[config.mk]
export PLATFORM = sky130hd
export DESIGN_NAME = prg_window_mapper
export DESIGN_NICKNAME = d
export VERILOG_FILES = /design/src/rtl/prg_map_pkg.sv /design/src/rtl/prg_rst_sync.sv /design/src/rtl/prg_wr_decode.sv /design/src/rtl/prg_map_regs.sv /design/src/rtl/prg_bank_calc.sv /design/src/rtl/prg_window_mapper.sv
export SDC_FILE = /design/constraint.sdc
export NUM_CORES = 1
export LEC_CHECK = 0
export BUFFER_PORTS_ARGS = -buffer_cell sky130_fd_sc_hd__buf_4
export CORE_ASPECT_RATIO = 1.5
export CORE_MARGIN = 2
export CORE_UTILIZATION = 51
export CTS_CLUSTER_SIZE = 12
export DETAILED_ROUTE_END_ITERATION = 10
export HOLD_SLACK_MARGIN = 0.1
export PLACE_DENSITY = 0.82
export SLEW_MARGIN = 25
export SYNTH_ARGS = -nofsm -noshare
export SYNTH_HDL_FRONTEND = slang
export SYNTH_SLANG_ARGS = --single-unit
[constraint.sdc]
create_clock -name clk -period 0.8 [get_ports clk]
set_input_delay 0.12 -clock clk [delete_from_list [all_inputs] [get_ports clk]]
set_output_delay 0.12 -clock clk [all_outputs]
set_load 0.02 [all_outputs]
[src/rtl/prg_map_pkg.sv]
package prg_map_pkg;

  // Kinds of decoded CPU writes
  typedef enum logic [2:0] {
    K_NONE,
    K_SELECT,
    K_BANKDATA,
    K_MIRROR,
    K_CTRL,
    K_OUTER
  } wr_kind_e;

  // Outer game-select fields that the mapping actually uses
  typedef struct packed {
    logic [1:0] hi;        // high bank bits in per-game mode
    logic [2:0] blk;       // 32 KB block number in legacy mode
    logic       game_mode; // 1: per-game 8 KB switching
  } outer_t;

  localparam int PRG_W  = 4;  // stored width of inner bank values
  localparam int FULL_W = 6;  // widest bank number the fields can form
  localparam int TGT_W  = 3;

  localparam logic [TGT_W-1:0] TGT_PRG0 = 3'd6;
  localparam logic [TGT_W-1:0] TGT_PRG1 = 3'd7;

  localparam int LAYOUT_BIT = 6;
  localparam int UNLOCK_BIT = 7;

endpackage

[src/rtl/prg_rst_sync.sv]
module prg_rst_sync #(
  parameter int STAGES = 2
) (
  input  logic clk,
  input  logic rst_n,
  output logic rst_s
);

  logic [STAGES-1:0] chain_q;

  always_ff @(posedge clk or negedge rst_n) begin
    if (!rst_n) chain_q <= '0;
    else        chain_q <= {chain_q[STAGES-2:0], 1'b1};
  end

  assign rst_s = chain_q[STAGES-1];

endmodule

[src/rtl/prg_wr_decode.sv]
module prg_wr_decode
  import prg_map_pkg::*;
(
  input  logic       wr_en,
  input  logic [2:0] a_hi,
  input  logic       a0,
  output wr_kind_e   kind
);

  always_comb begin
    kind = K_NONE;
    if (wr_en) begin
      case (a_hi)
        3'b100:  kind = a0 ? K_BANKDATA : K_SELECT;
        3'b101:  kind = a0 ? K_CTRL     : K_MIRROR;
        3'b011:  kind = K_OUTER;
        default: kind = K_NONE;
      endcase
    end
  end

endmodule

[src/rtl/prg_map_regs.sv]
module prg_map_regs
  import prg_map_pkg::*;
(
  input  logic             clk,
  input  logic             rst_s,
  input  wr_kind_e         kind,
  input  logic [7:0]       data,
  input  logic             four_screen,
  output logic [TGT_W-1:0] sel_tgt_q,
  output logic             layout_q,
  output logic [PRG_W-1:0] prg0_q,
  output logic [PRG_W-1:0] prg1_q,
  output logic             unlock_q,
  output outer_t           outer_q,
  output logic             mirror_q
);

  logic [TGT_W-1:0] sel_tgt_d;
  logic             layout_d;
  logic [PRG_W-1:0] prg0_d;
  logic [PRG_W-1:0] prg1_d;
  logic             unlock_d;
  outer_t           outer_d;
  logic             mirror_d;

  // next-state
  always_comb begin
    sel_tgt_d = sel_tgt_q;
    layout_d  = layout_q;
    prg0_d    = prg0_q;
    prg1_d    = prg1_q;
    unlock_d  = unlock_q;
    outer_d   = outer_q;
    mirror_d  = mirror_q;
    case (kind)
      K_SELECT: begin
        sel_tgt_d = data[TGT_W-1:0];
        layout_d  = data[LAYOUT_BIT];
      end
      K_BANKDATA: begin
        if (sel_tgt_q == TGT_PRG0)      prg0_d = data[PRG_W-1:0];
        else if (sel_tgt_q == TGT_PRG1) prg1_d = data[PRG_W-1:0];
      end
      K_MIRROR: begin
        if (!four_screen) mirror_d = data[0];
      end
      K_CTRL: begin
        unlock_d = data[UNLOCK_BIT];
      end
      K_OUTER: begin
        if (unlock_q) begin
          outer_d.hi        = data[7:6];
          outer_d.blk       = data[6:4];
          outer_d.game_mode = data[0];
        end
      end
      default: ;
    endcase
  end

  // registers
  always_ff @(posedge clk or negedge rst_s) begin
    if (!rst_s) begin
      sel_tgt_q <= '0;
      layout_q  <= 1'b0;
      prg0_q    <= PRG_W'(0);
      prg1_q    <= PRG_W'(1);
      unlock_q  <= 1'b0;
      outer_q   <= '0;
      mirror_q  <= 1'b0;
    end else begin
      sel_tgt_q <= sel_tgt_d;
      layout_q  <= layout_d;
      prg0_q    <= prg0_d;
      prg1_q    <= prg1_d;
      unlock_q  <= unlock_d;
      outer_q   <= outer_d;
      mirror_q  <= mirror_d;
    end
  end

endmodule

[src/rtl/prg_bank_calc.sv]
module prg_bank_calc
  import prg_map_pkg::*;
#(
  parameter int BANK_LOG2 = 5
) (
  input  outer_t            outer,
  input  logic              layout,
  input  logic [PRG_W-1:0]  prg0,
  input  logic [PRG_W-1:0]  prg1,
  input  logic [1:0]        win,
  output logic [FULL_W-1:0] bank
);

  localparam int TOTAL = 1 << BANK_LOG2;
  localparam logic [FULL_W-1:0] LAST_IDX  = FULL_W'(TOTAL - 1);
  localparam logic [FULL_W-1:0] BANK_MASK = LAST_IDX;
  localparam logic [PRG_W-1:0]  LAST_LO   = LAST_IDX[PRG_W-1:0];
  localparam logic [PRG_W-1:0]  PENULT_LO = {LAST_IDX[PRG_W-1:1], 1'b0};

  logic [PRG_W-1:0]  game_lo  [4];
  logic [FULL_W-1:0] win_bank [4];

  // per-game sources; layout swaps windows 0 and 2
  assign game_lo[0] = layout ? PENULT_LO : prg0;
  assign game_lo[1] = prg1;
  assign game_lo[2] = layout ? prg0 : PENULT_LO;
  assign game_lo[3] = LAST_LO;

  for (genvar w = 0; w < 4; w++) begin : g_win
    assign win_bank[w] = (outer.game_mode ? {outer.hi, game_lo[w]}
                                          : {outer.blk, 2'(w)}) & BANK_MASK;
  end

  assign bank = win_bank[win];

endmodule

[src/rtl/prg_window_mapper.sv]
module prg_window_mapper
  import prg_map_pkg::*;
#(
  parameter int BANK_LOG2   = 5,
  parameter int SYNC_STAGES = 2
) (
  input  logic              clk,
  input  logic              rst_n,
  input  logic              cpu_wr,
  input  logic [2:0]        cpu_a_hi,
  input  logic              cpu_a0,
  input  logic [7:0]        cpu_data,
  input  logic              four_screen,
  input  logic [1:0]        win_sel,
  output logic [FULL_W-1:0] bank_out,
  output logic              mirror_h
);

  logic              rst_s;
  wr_kind_e          kind;
  logic [TGT_W-1:0]  sel_tgt_q;
  logic              layout_q;
  logic [PRG_W-1:0]  prg0_q;
  logic [PRG_W-1:0]  prg1_q;
  logic              unlock_q;
  outer_t            outer_q;
  logic              mirror_q;
  logic [FULL_W-1:0] bank_d;
  logic [FULL_W-1:0] bank_q;

  prg_rst_sync #(.STAGES(SYNC_STAGES)) u_rst (
    .clk   (clk),
    .rst_n (rst_n),
    .rst_s (rst_s)
  );

  prg_wr_decode u_dec (
    .wr_en (cpu_wr),
    .a_hi  (cpu_a_hi),
    .a0    (cpu_a0),
    .kind  (kind)
  );

  prg_map_regs u_regs (
    .clk         (clk),
    .rst_s       (rst_s),
    .kind        (kind),
    .data        (cpu_data),
    .four_screen (four_screen),
    .sel_tgt_q   (sel_tgt_q),
    .layout_q    (layout_q),
    .prg0_q      (prg0_q),
    .prg1_q      (prg1_q),
    .unlock_q    (unlock_q),
    .outer_q     (outer_q),
    .mirror_q    (mirror_q)
  );

  prg_bank_calc #(.BANK_LOG2(BANK_LOG2)) u_calc (
    .outer  (outer_q),
    .layout (layout_q),
    .prg0   (prg0_q),
    .prg1   (prg1_q),
    .win    (win_sel),
    .bank   (bank_d)
  );

  always_ff @(posedge clk or negedge rst_s) begin
    if (!rst_s) bank_q <= '0;
    else        bank_q <= bank_d;
  end

  assign bank_out = bank_q;
  assign mirror_h = mirror_q;

endmodule

==> reports/qor.csv, run 1 <==
metric;value;unit
outcome;complete, but fails checks;
failing checks;setup timing;
DR vias;797;
DR top layer;met4;
vias per cell;5.50;
sw power;1.05;mW
IO Pins;25;
Max Fclk;786;MHz
Core ar.;2000;µm²
maximum VDD drop;1400;µV
reg2reg setup slack;-470;ps
CP cell instances;inv_2 -> nor3_4 -> mux2_2;
Hold Violations, Final;0;
clock slew seen by the registers of the worst setup and hold paths;150;ps
Hold WC Path Type;primary input to flip-flop;
Post-Route M1 WL;968;µm
placed insts;131;
Yosys reg bits;25;
Synth Area in Adders;0;%
input/output buffers;23;
die width;41.5;µm
post-synth cell types;24;
setup violators final;28;
residual DRC count;0;
FF-to-FF End;u_regs.prg1_q[3];
drt total wl;2500;µm
Worst-Skew Late Latency;340;ps
Avg Cell Area, Syn;13.3;µm²
simple-gate share of the synthesized area;14.0;%
Routed WL per cell;17.2;µm
ys async rst share;100;%
DR iter-0 viols;16;
final worst slack;-472;ps
wire length of the first global-routing pass;3810;µm
WS Path Type;flip-flop to flip-flop;
Total Power;3.42;mW
largest family of logic cells by synthesized area;multiplexers;
CTS root buf;clkbuf_4;
Seq/Total Area, Yosys;58.3;%
Worst Reg-to-Reg Cells;3;
internal power;2.37;mW
hold path cells;2;
Yosys top cell area share;55.8;%
metal3 WL;52;µm
Area Growth Syn to Fin;49.7;%
hold endpoint;u_regs.sel_tgt_q[1];
overall routing resource usage;21.2;%
setup_tns;-7110;ps
GRT overflow;0;
Die H;60.3;µm
Final period util;159;%
Initial DRT Pass Iterations;4;
row count;20;
Gate power share;32.6;%
post-synth top area cell;dfrtp_1;
Area contributors post-synth;dfrtp_1, mux2_2, nor3_4;
Crit path max-delay family;flip-flops;
Sink Count;25;
Cell Pwr Density;2120;nW/µm²
crit end category;flip-flop;
footprint of the multi-input gates;529;µm²
ratio of cells with drive above 1 in the final layout;61.8;%
CTS tree;yes;
via count of the first global-routing pass;836;
Synth Area in XOR/XNOR;0.814;%
largest net degree at the start of global routing;24;
reg2reg start;u_regs.sel_tgt_q[0];
Filler cells;125;
Final Max Slew Viols;0;
EDFF count, synth;0;
most common library cells after synthesis;dfrtp_1, mux2_2, inv_1, nor2_1;
met2 wire length;1420;µm
worst-case clock buffer depth;2;
Max stage delay on crit path;450;ps
post-route ant nets;0;
initial antenna violation count;0;
Synth Cell Area;1080;µm²
compound-gate portion of the synthesized area;4.65;%
post-DP HPWL;1570;µm
HP Start;cpu_data[1];
main flop type after synthesis;dfrtp_1;
nature of the critical path startpoint;flip-flop;
worst path bufs/invs;1;
mux contribution to synthesized area;18.8;%
Cells after Synth;81;
RSZ-0062 raised after global routing;yes;
diode count;0;
clock skew;14.2;ps
Worst path slowest cell;dfrtp_1;
syn nets;99;
register share of total power;49.9;%
Initial Utilization;53.8;%
Setup Slack @ Placement;-536;ps
CTS hold repair buffers;7;
H-Tree Depth;1;
CP Data Required Time;1050;ps
Die Area;2500;µm²
storage element area;629;µm²
Tmin final;1270;ps
# nets final;142;
most common cell in the netlist;dfrtp_1;
crit path DAT;1520;ps
clock power share;17.6;%
Non-Filler Instances;145;
max cap viols;0;
LEAKAGE;0.757;nW
gpl congestion;0.738;
CTS buffer count;3;
CP Max Fanout;4;
synth warn;0;
Net Sw Frac;30.8;%
-- routing by layer --
layer / vias up / global-route usage (%)
met4: 0 / 12.4
li1: 363 / -
met5: - / 0
met2: 14 / 38.4
met3: 5 / 2.11
met1: 415 / 24.0
-- final cells by class --
type / instances / area share (%)
clock buffer: 3 / 1.40
sequential: 25 / 39.1
inverter: 4 / 0.932
multi-input combinational: 49 / 32.9
timing repair buffer: 41 / 23.5
clock inverter: 1 / 0.466
tap: 22 / 1.71
-- flip-flops by register name, summed over array words and instances (netlist names) --
name,flops
u_regs.layout_q,1
u_rst.chain_q,2
u_regs.unlock_q,1
u_regs.mirror_q,1
u_regs.outer_q,4
u_regs.sel_tgt_q,3
bank_out,5
u_regs.prg1_q,4
u_regs.prg0_q,4
-- placed cells by master (no fill, tap or decap), types with 2 or more instances in the layout --
master	count
a21oi_1	3
buf_4	22
buf_6	11
clkbuf_4	3
conb_1	2
dfrtp_1	22
dfrtp_2	2
dlygate4sd3_1	7
inv_1	3
mux2_2	9
mux2_4	9
nand2b_1	2
nor2_1	4
nor3_2	3
nor3_4	2
o32ai_2	2
-- power groups by stage --
stage          Combinational (mW)  Clock [mW]  Sequential, mW
3_5_place_dp                0.824           0            1.68
3_3_place_gp                0.797           0            1.67
5_1_grt                      1.18       0.651            1.73
2_1_floorplan               0.343           0            1.77
4_1_cts                      1.00       0.610            1.68
6_report                     1.11       0.600            1.70
-- logic make-up after synthesis --
kind of cell / after synthesis
multiplexers: 18
AO/OA/AOI/OAI: 8
buffers and inverters: 7
XOR/XNOR: 1
other: 2
AND/OR/NAND/NOR: 20
flip-flops: 25
-- stage by stage --
stage	hold slack, ps	area, µm²	utilization (%)
floorplan	-176	1100	-
global placement	-97.5	1360	67.9
detailed placement	-94.5	1360	67.9
CTS	21.6	1540	77.1
global route	16.3	1610	80.4
finish	20.2	1610	80.4
-- worst max path at each step --
stage / depth (start not counted) / slack [ps] / from / to
6_report: 3 / -470 / u_regs.sel_tgt_q[0] / u_regs.prg1_q[3]
3_3_place_gp: 4 / -490 / cpu_a_hi[0] / u_regs.prg1_q[1]
3_5_place_dp: 4 / -540 / cpu_a_hi[0] / u_regs.prg1_q[3]
5_1_grt: 3 / -530 / u_regs.sel_tgt_q[0] / u_regs.prg1_q[3]
4_1_cts: 3 / -440 / u_regs.sel_tgt_q[0] / u_regs.prg1_q[3]
2_1_floorplan: 3 / -360 / u_regs.sel_tgt_q[1] / u_regs.prg0_q[0]
-- timing repair --
action,CTS,global route
endpoints found under the hold margin,22,15
pin swaps,5,4
buffers inserted,1,3
gates resized for setup,18,13
endpoints found under the setup margin,27,28
Power figures use the tool's default switching activity.
==> inputs of run 2 (changes only) <==
--- a/config.mk
+++ b/config.mk
@@ -8,11 +8,11 @@
 export BUFFER_PORTS_ARGS = -buffer_cell sky130_fd_sc_hd__buf_4
 export CORE_ASPECT_RATIO = 1.5
 export CORE_MARGIN = 2
-export CORE_UTILIZATION = 51
+export CORE_UTILIZATION = 55
 export CTS_CLUSTER_SIZE = 12
 export DETAILED_ROUTE_END_ITERATION = 10
 export HOLD_SLACK_MARGIN = 0.1
-export PLACE_DENSITY = 0.82
+export PLACE_DENSITY = 0.87
 export SLEW_MARGIN = 25
 export SYNTH_ARGS = -nofsm -noshare
 export SYNTH_HDL_FRONTEND = slang
==> constraint.sdc (replaced) <==
create_clock -name clk -period 1.5 [get_ports clk]
set_input_delay 0.225 -clock clk [delete_from_list [all_inputs] [get_ports clk]]
set_output_delay 0.225 -clock clk [all_outputs]
set_load 0.02 [all_outputs]
==> run 2 against run 1 <==
Compared with the run above: the run now ends clean; worst setup slack improved by 660 ps; die area down 6.7%; first-iteration DRC count is 81% lower; clock power down 51%; power down 54%; critical path type unchanged; largest power group unchanged.
==> reports/qor.csv, run 2 (same netlist as run 1, synthesis figures left out) <==
metric;value;unit;change
outcome;complete, no violations;;
reg2reg start;u_regs.sel_tgt_q[2];;
CTS root buf;clkbuf_4;;
Max Fclk;764;MHz;-2.9%
initial antenna violation count;0;;unchanged
GRT overflow;0;;unchanged
Die Area;2330;µm²;-6.7%
post-DP HPWL;1570;µm;+0.25%
via count of the first global-routing pass;721;;-14%
Finished Cell Area;1300;µm²;-19%
Area Growth Syn to Fin;21.2;%;
max reg flops;5;;unchanged
Die H;58.2;µm;-3.5%
Placed Area;1270;µm²;-6.7%
drt total wl;2010;µm;-19%
footprint of the multi-input gates;419;µm²;-21%
Sink Count;25;;unchanged
Filler cells;132;;+5.6%
clock slew seen by the registers of the worst setup and hold paths;130;ps;-20 ps
diode count;0;;unchanged
CP Data Required Time;1710;ps;+660 ps
Initial Utilization;58.8;%;+5.0 points
storage element area;627;µm²;-0.40%
Routed WL per cell;15.7;µm;-8.8%
setup_tns;0;ps;+7110 ps
Tmin final;1310;ps;+37.7 ps
LEAKAGE;0.629;nW;-17%
max cap viols;0;;unchanged
vias per cell;5.31;;-3.3%
overall routing resource usage;20.9;%;-0.24 points
hold slack final;134;ps;+114 ps
CTS buffer count;3;;unchanged
Final Max Slew Viols;0;;unchanged
gpl congestion;0.787;;+6.6%
crit end category;flip-flop;;
input/output buffers;23;;unchanged
Crit. Startpoint;u_regs.sel_tgt_q[2];;
Hold Violations, Final;0;;unchanged
commonest cells after routing, fill and taps aside;dfrtp_1, buf_4, mux2_2;;
IO Pins;25;;unchanged
# nets final;126;;-11%
H-Tree Depth;1;;unchanged
HP Start;cpu_data[7];;
Cell Pwr Density;1190;nW/µm²;-44%
die width;40.1;µm;-3.3%
DR vias;680;;-15%
ratio of cells with drive above 1 in the final layout;46.7;%;-15 points
RSZ-0062 raised after global routing;no;;
Worst-Skew Late Latency;310;ps;-30 ps
Initial DRT Pass Iterations;2;;-2
Hold WC Path Type;primary input to flip-flop;;
CP Max Fanout;4;;unchanged
CTS tree;yes;;
WS Path Type;flip-flop to flip-flop;;
largest net degree at the start of global routing;24;;unchanged
clock skew;9.82;ps;-4.43 ps
DR iter-0 viols;3;;-13
Post-CTS Repair Setup Buffers;0;;-1
nature of the critical path startpoint;flip-flop;;
Core ar.;1830;µm²;-8.6%
Final period util;87.3;%;-72 points
residual DRC count;0;;unchanged
maximum VDD drop;1130;µV;-19%
setup violators final;0;;-100%
wire length of the first global-routing pass;3260;µm;-14%
worst-case clock buffer depth;2;;unchanged
row count;19;;-5.0%
post-route ant nets;0;;unchanged
crit path DAT;1510;ps;about the same
-- run 2: changes by cell type in the layout (fill, tap and decap cells not counted), moves of 3 or more --
cell,change
dlygate4sd3_1,-6
nor3_2,-3
buf_6,-11
mux2_2,+9
mux2_4,-9
nor3_1,+3
-- run 2: worst max-delay path: stages, from the launching register on --
cell and delay [ps]:
dfrtp_1 380, nand3_1 190, nor3_4 270, mux2_2 370
-- run 2: what timing repair did --
item,CTS,global route
resized for setup,0,0
hold endpoints to repair,2,0
hold buffers,1,0
-- run 2: path summary, 6_finish.rpt --
path                                     to  slack [ps]  depth (start not counted)
setup / recovery           u_regs.prg1_q[3]         190                          3
hold / removal              u_regs.unlock_q         130                          2
setup reg to reg           u_regs.prg1_q[3]         190                          3
hold reg to reg            u_regs.prg1_q[2]         230                          1
max in group asynchronous  u_regs.prg1_q[0]         990                          1
min in group asynchronous  u_rst.chain_q[0]         220                          2
-- run 2: through the flow --
step | instances | util (%) | total power, mW | setup slack [ps]
after floorplan | 81 | - | 1.11 | 303
after global placement | 123 | 69.2 | 1.25 | 141
after detailed placement | 123 | 69.2 | 1.28 | 87.5
after CTS | 128 | 71.2 | 1.56 | 184
after global routing | 128 | 71.2 | 1.63 | 124
final | 128 | 71.2 | 1.56 | 190
-- run 2: where the power goes --
group	total [mW]	internal, mW	switching [mW]
sequential	0.885	0.799	0.0857
combinational	0.376	0.195	0.181
clock	0.295	0.104	0.191
-- run 2: metal layers --
| metal | GRT usage (%) | wire length (µm) | share of wire [%] |
|---|---|---|---|
| met1 | 24.1 | 791 | 39 |
| met2 | 36.6 | 1120 | 56 |
| met3 | 3.45 | 75 | 3.7 |
| met4 | 7.39 | 24 | 1.2 |
| met5 | 0 | 0 | 0 |
-- run 2: layout make-up --
class                      instances  share of cell area [%]
clock buffer                       4                    2.02
inverter                           4                    1.15
multi-input combinational         49                    32.1
sequential                        25                    48.1
tap                               21                    2.02
timing repair buffer              25                    14.6
==> inputs of run 3 (changes only) <==
--- a/config.mk
+++ b/config.mk
@@ -6,13 +6,13 @@
 export NUM_CORES = 1
 export LEC_CHECK = 0
 export BUFFER_PORTS_ARGS = -buffer_cell sky130_fd_sc_hd__buf_4
-export CORE_ASPECT_RATIO = 1.5
 export CORE_MARGIN = 2
-export CORE_UTILIZATION = 55
+export CORE_UTILIZATION = 58
+export CTS_BUF_LIST = sky130_fd_sc_hd__clkbuf_4
 export CTS_CLUSTER_SIZE = 12
 export DETAILED_ROUTE_END_ITERATION = 10
 export HOLD_SLACK_MARGIN = 0.1
-export PLACE_DENSITY = 0.87
+export PLACE_DENSITY = 0.91
 export SLEW_MARGIN = 25
 export SYNTH_ARGS = -nofsm -noshare
 export SYNTH_HDL_FRONTEND = slang
==> run 3 against run 2 <==
Compared with the run above: core utilization rose by 4.8 points; non-clock buffer count did not move; fmax rose by 1.2%; combinational power fell by 2%; wire length fell by 8.2%; die area fell by 5.1%; critical path depth did not move; sequential power fell by 0.5%; critical path type unchanged.
==> reports/qor.csv, run 3 (same netlist as run 1, synthesis figures left out) <==
metric;value;unit;change
outcome;complete, no violations;;
Total Power;1.55;mW;-0.29%
clock power share;19.4;%;+0.4 points
Crit. Startpoint;u_regs.sel_tgt_q[2];;
via count of the first global-routing pass;686;;-4.9%
Die Area;2220;µm²;-5.1%
post-route ant nets;0;;unchanged
nature of the critical path startpoint;flip-flop;;
largest net degree at the start of global routing;17;;-29%
reg2reg setup slack;210;ps;+20 ps
DR iter-0 viols;4;;+1
post-DP HPWL;1480;µm;-6.0%
max cap viols;0;;unchanged
worst setup path endpoint;u_regs.prg1_q[1];;
CP Max Fanout;4;;unchanged
Max stage delay on crit path;380;ps;about the same
CTS buffer count;3;;unchanged
maximum VDD drop;830;µV;-27%
DR vias;678;;-0.29%
Crit path max-delay family;simple AND/OR/NAND/NOR gates;;
Filler cells;114;;-14%
Worst-Skew Late Latency;310;ps;about the same
clock skew;2.24;ps;-7.59 ps
overall routing resource usage;20.5;%;-0.36 points
clock slew seen by the registers of the worst setup and hold paths;130;ps;about the same
# nets final;126;;unchanged
residual DRC count;0;;unchanged
setup violators final;0;;unchanged
Final period util;86.3;%;-1.0 points
vias per cell;5.14;;-3.3%
Post-CTS Repair Setup Buffers;0;;unchanged
max reg flops;5;;unchanged
Hold WC Path Type;flip-flop to async pin;;
Max Fclk;773;MHz;+1.2%
LEAKAGE;0.628;nW;-0.16%
Worst Reg-to-Reg Cells;3;;unchanged
H-Tree Depth;1;;unchanged
Core ar.;1730;µm²;-5.7%
drt total wl;1850;µm;-8.2%
WS Path Type;flip-flop to flip-flop;;
setup_tns;0;ps;unchanged
GRT overflow;0;;unchanged
Final Max Slew Viols;0;;unchanged
reg2reg start;u_regs.sel_tgt_q[2];;
Sink Count;25;;unchanged
internal power;1.10;mW;-0.20%
Worst path slowest cell;mux2_2;;
row count;15;;-4
commonest cells after routing, fill and taps aside;dfrtp_1, buf_4, mux2_2;;
CTS tree;yes;;
input/output buffers;23;;unchanged
IO Pins;25;;unchanged
Tmin final;1290;ps;-15.4 ps
Initial Utilization;62.3;%;+3.5 points
crit end category;flip-flop;;
Routed WL per cell;14.0;µm;-11%
sw power;0.455;mW;-0.51%
RSZ-0062 raised after global routing;no;;
Hold Violations, Final;0;;unchanged
Die H;47.1;µm;-19%
Gate power share;23.9;%;-0.3 points
initial antenna violation count;0;;unchanged
worst-case clock buffer depth;2;;unchanged
crit path DAT;1510;ps;about the same
Cell Pwr Density;1180;nW/µm²;-0.96%
Net Sw Frac;29.4;%;-0.066 points
FF-to-FF End;u_regs.prg1_q[1];;
Area Growth Syn to Fin;22.0;%;
Initial DRT Pass Iterations;4;;+2
worst path bufs/invs;0;;unchanged
CP cell instances;nand3_1 -> nor3_4 -> mux2_2;;
ratio of cells with drive above 1 in the final layout;47.7;%;+0.93 points
CTS root buf;clkbuf_4;;
register share of total power;56.8;%;about the same
gpl congestion;0.817;;+3.9%
wire length of the first global-routing pass;3080;µm;-5.3%
diode count;0;;unchanged
die width;47.1;µm;+17%
WP depth;3;;unchanged
CP Data Required Time;1710;ps;about the same
[run 3: changes by cell type in the layout (fill, tap and decap cells not counted)]
cell,previous run,this run
clkinvlp_4,0,1
clkbuf_1,1,0
[run 3: worst min-delay path by stage]
stage | start | end | slack (ps)
final | u_rst.chain_q[1] | u_regs.sel_tgt_q[0] | 130
after global routing | cpu_data[4] | u_regs.outer_q[1] | 120
after CTS | cpu_data[4] | u_regs.outer_q[1] | 120
after detailed placement | rst_n | u_rst.chain_q[1] | 8
after global placement | rst_n | u_rst.chain_q[0] | 8
after floorplan | rst_n | u_rst.chain_q[0] | -70
[run 3: routing by layer]
metal | track usage (%) | wire length (µm)
met2 | 35.3 | 963
met5 | 0 | 0
met4 | 10.6 | 12
met3 | 2.31 | 83
met1 | 25.5 | 786
[run 3: cell type report]
cell class | instances | area, µm² | share of cell area, %
repair buffers | 25 | 190 | 14.5
clock buffers | 3 | 22.5 | 1.72
well taps | 25 | 31.3 | 2.38
inverters | 4 | 15.0 | 1.14
multi-input cells | 49 | 419 | 31.9
clock inverters | 1 | 7.51 | 0.572
flip-flops and latches | 25 | 627 | 47.8
[run 3: what timing repair did]
action	4_1_cts	5_1_grt
hold endpoints to repair	2	0
resized for setup	0	0
hold buffers	1	0
[run 3: through the flow]
step                      setup slack [ps]  utilization, %  hold WS, ps  instance area, µm²  instances
after floorplan                        303               -        -70.6                1080         81
after global placement                 118            73.7         7.77                1270        127
after detailed placement              77.1            73.7         8.15                1270        127
after CTS                              197            76.0          124                1310        132
after global routing                   136            76.0          115                1310        132
final                                  206            76.0          128                1310        132
[run 3: power groups by stage]
stage / clock [mW] / combinational [mW] / sequential (mW)
5_1_grt: 0.345 / 0.406 / 0.897
3_5_place_dp: 0 / 0.372 / 0.897
3_3_place_gp: 0 / 0.358 / 0.891
2_1_floorplan: 0 / 0.168 / 0.942
4_1_cts: 0.310 / 0.375 / 0.883
6_report: 0.300 / 0.370 / 0.881
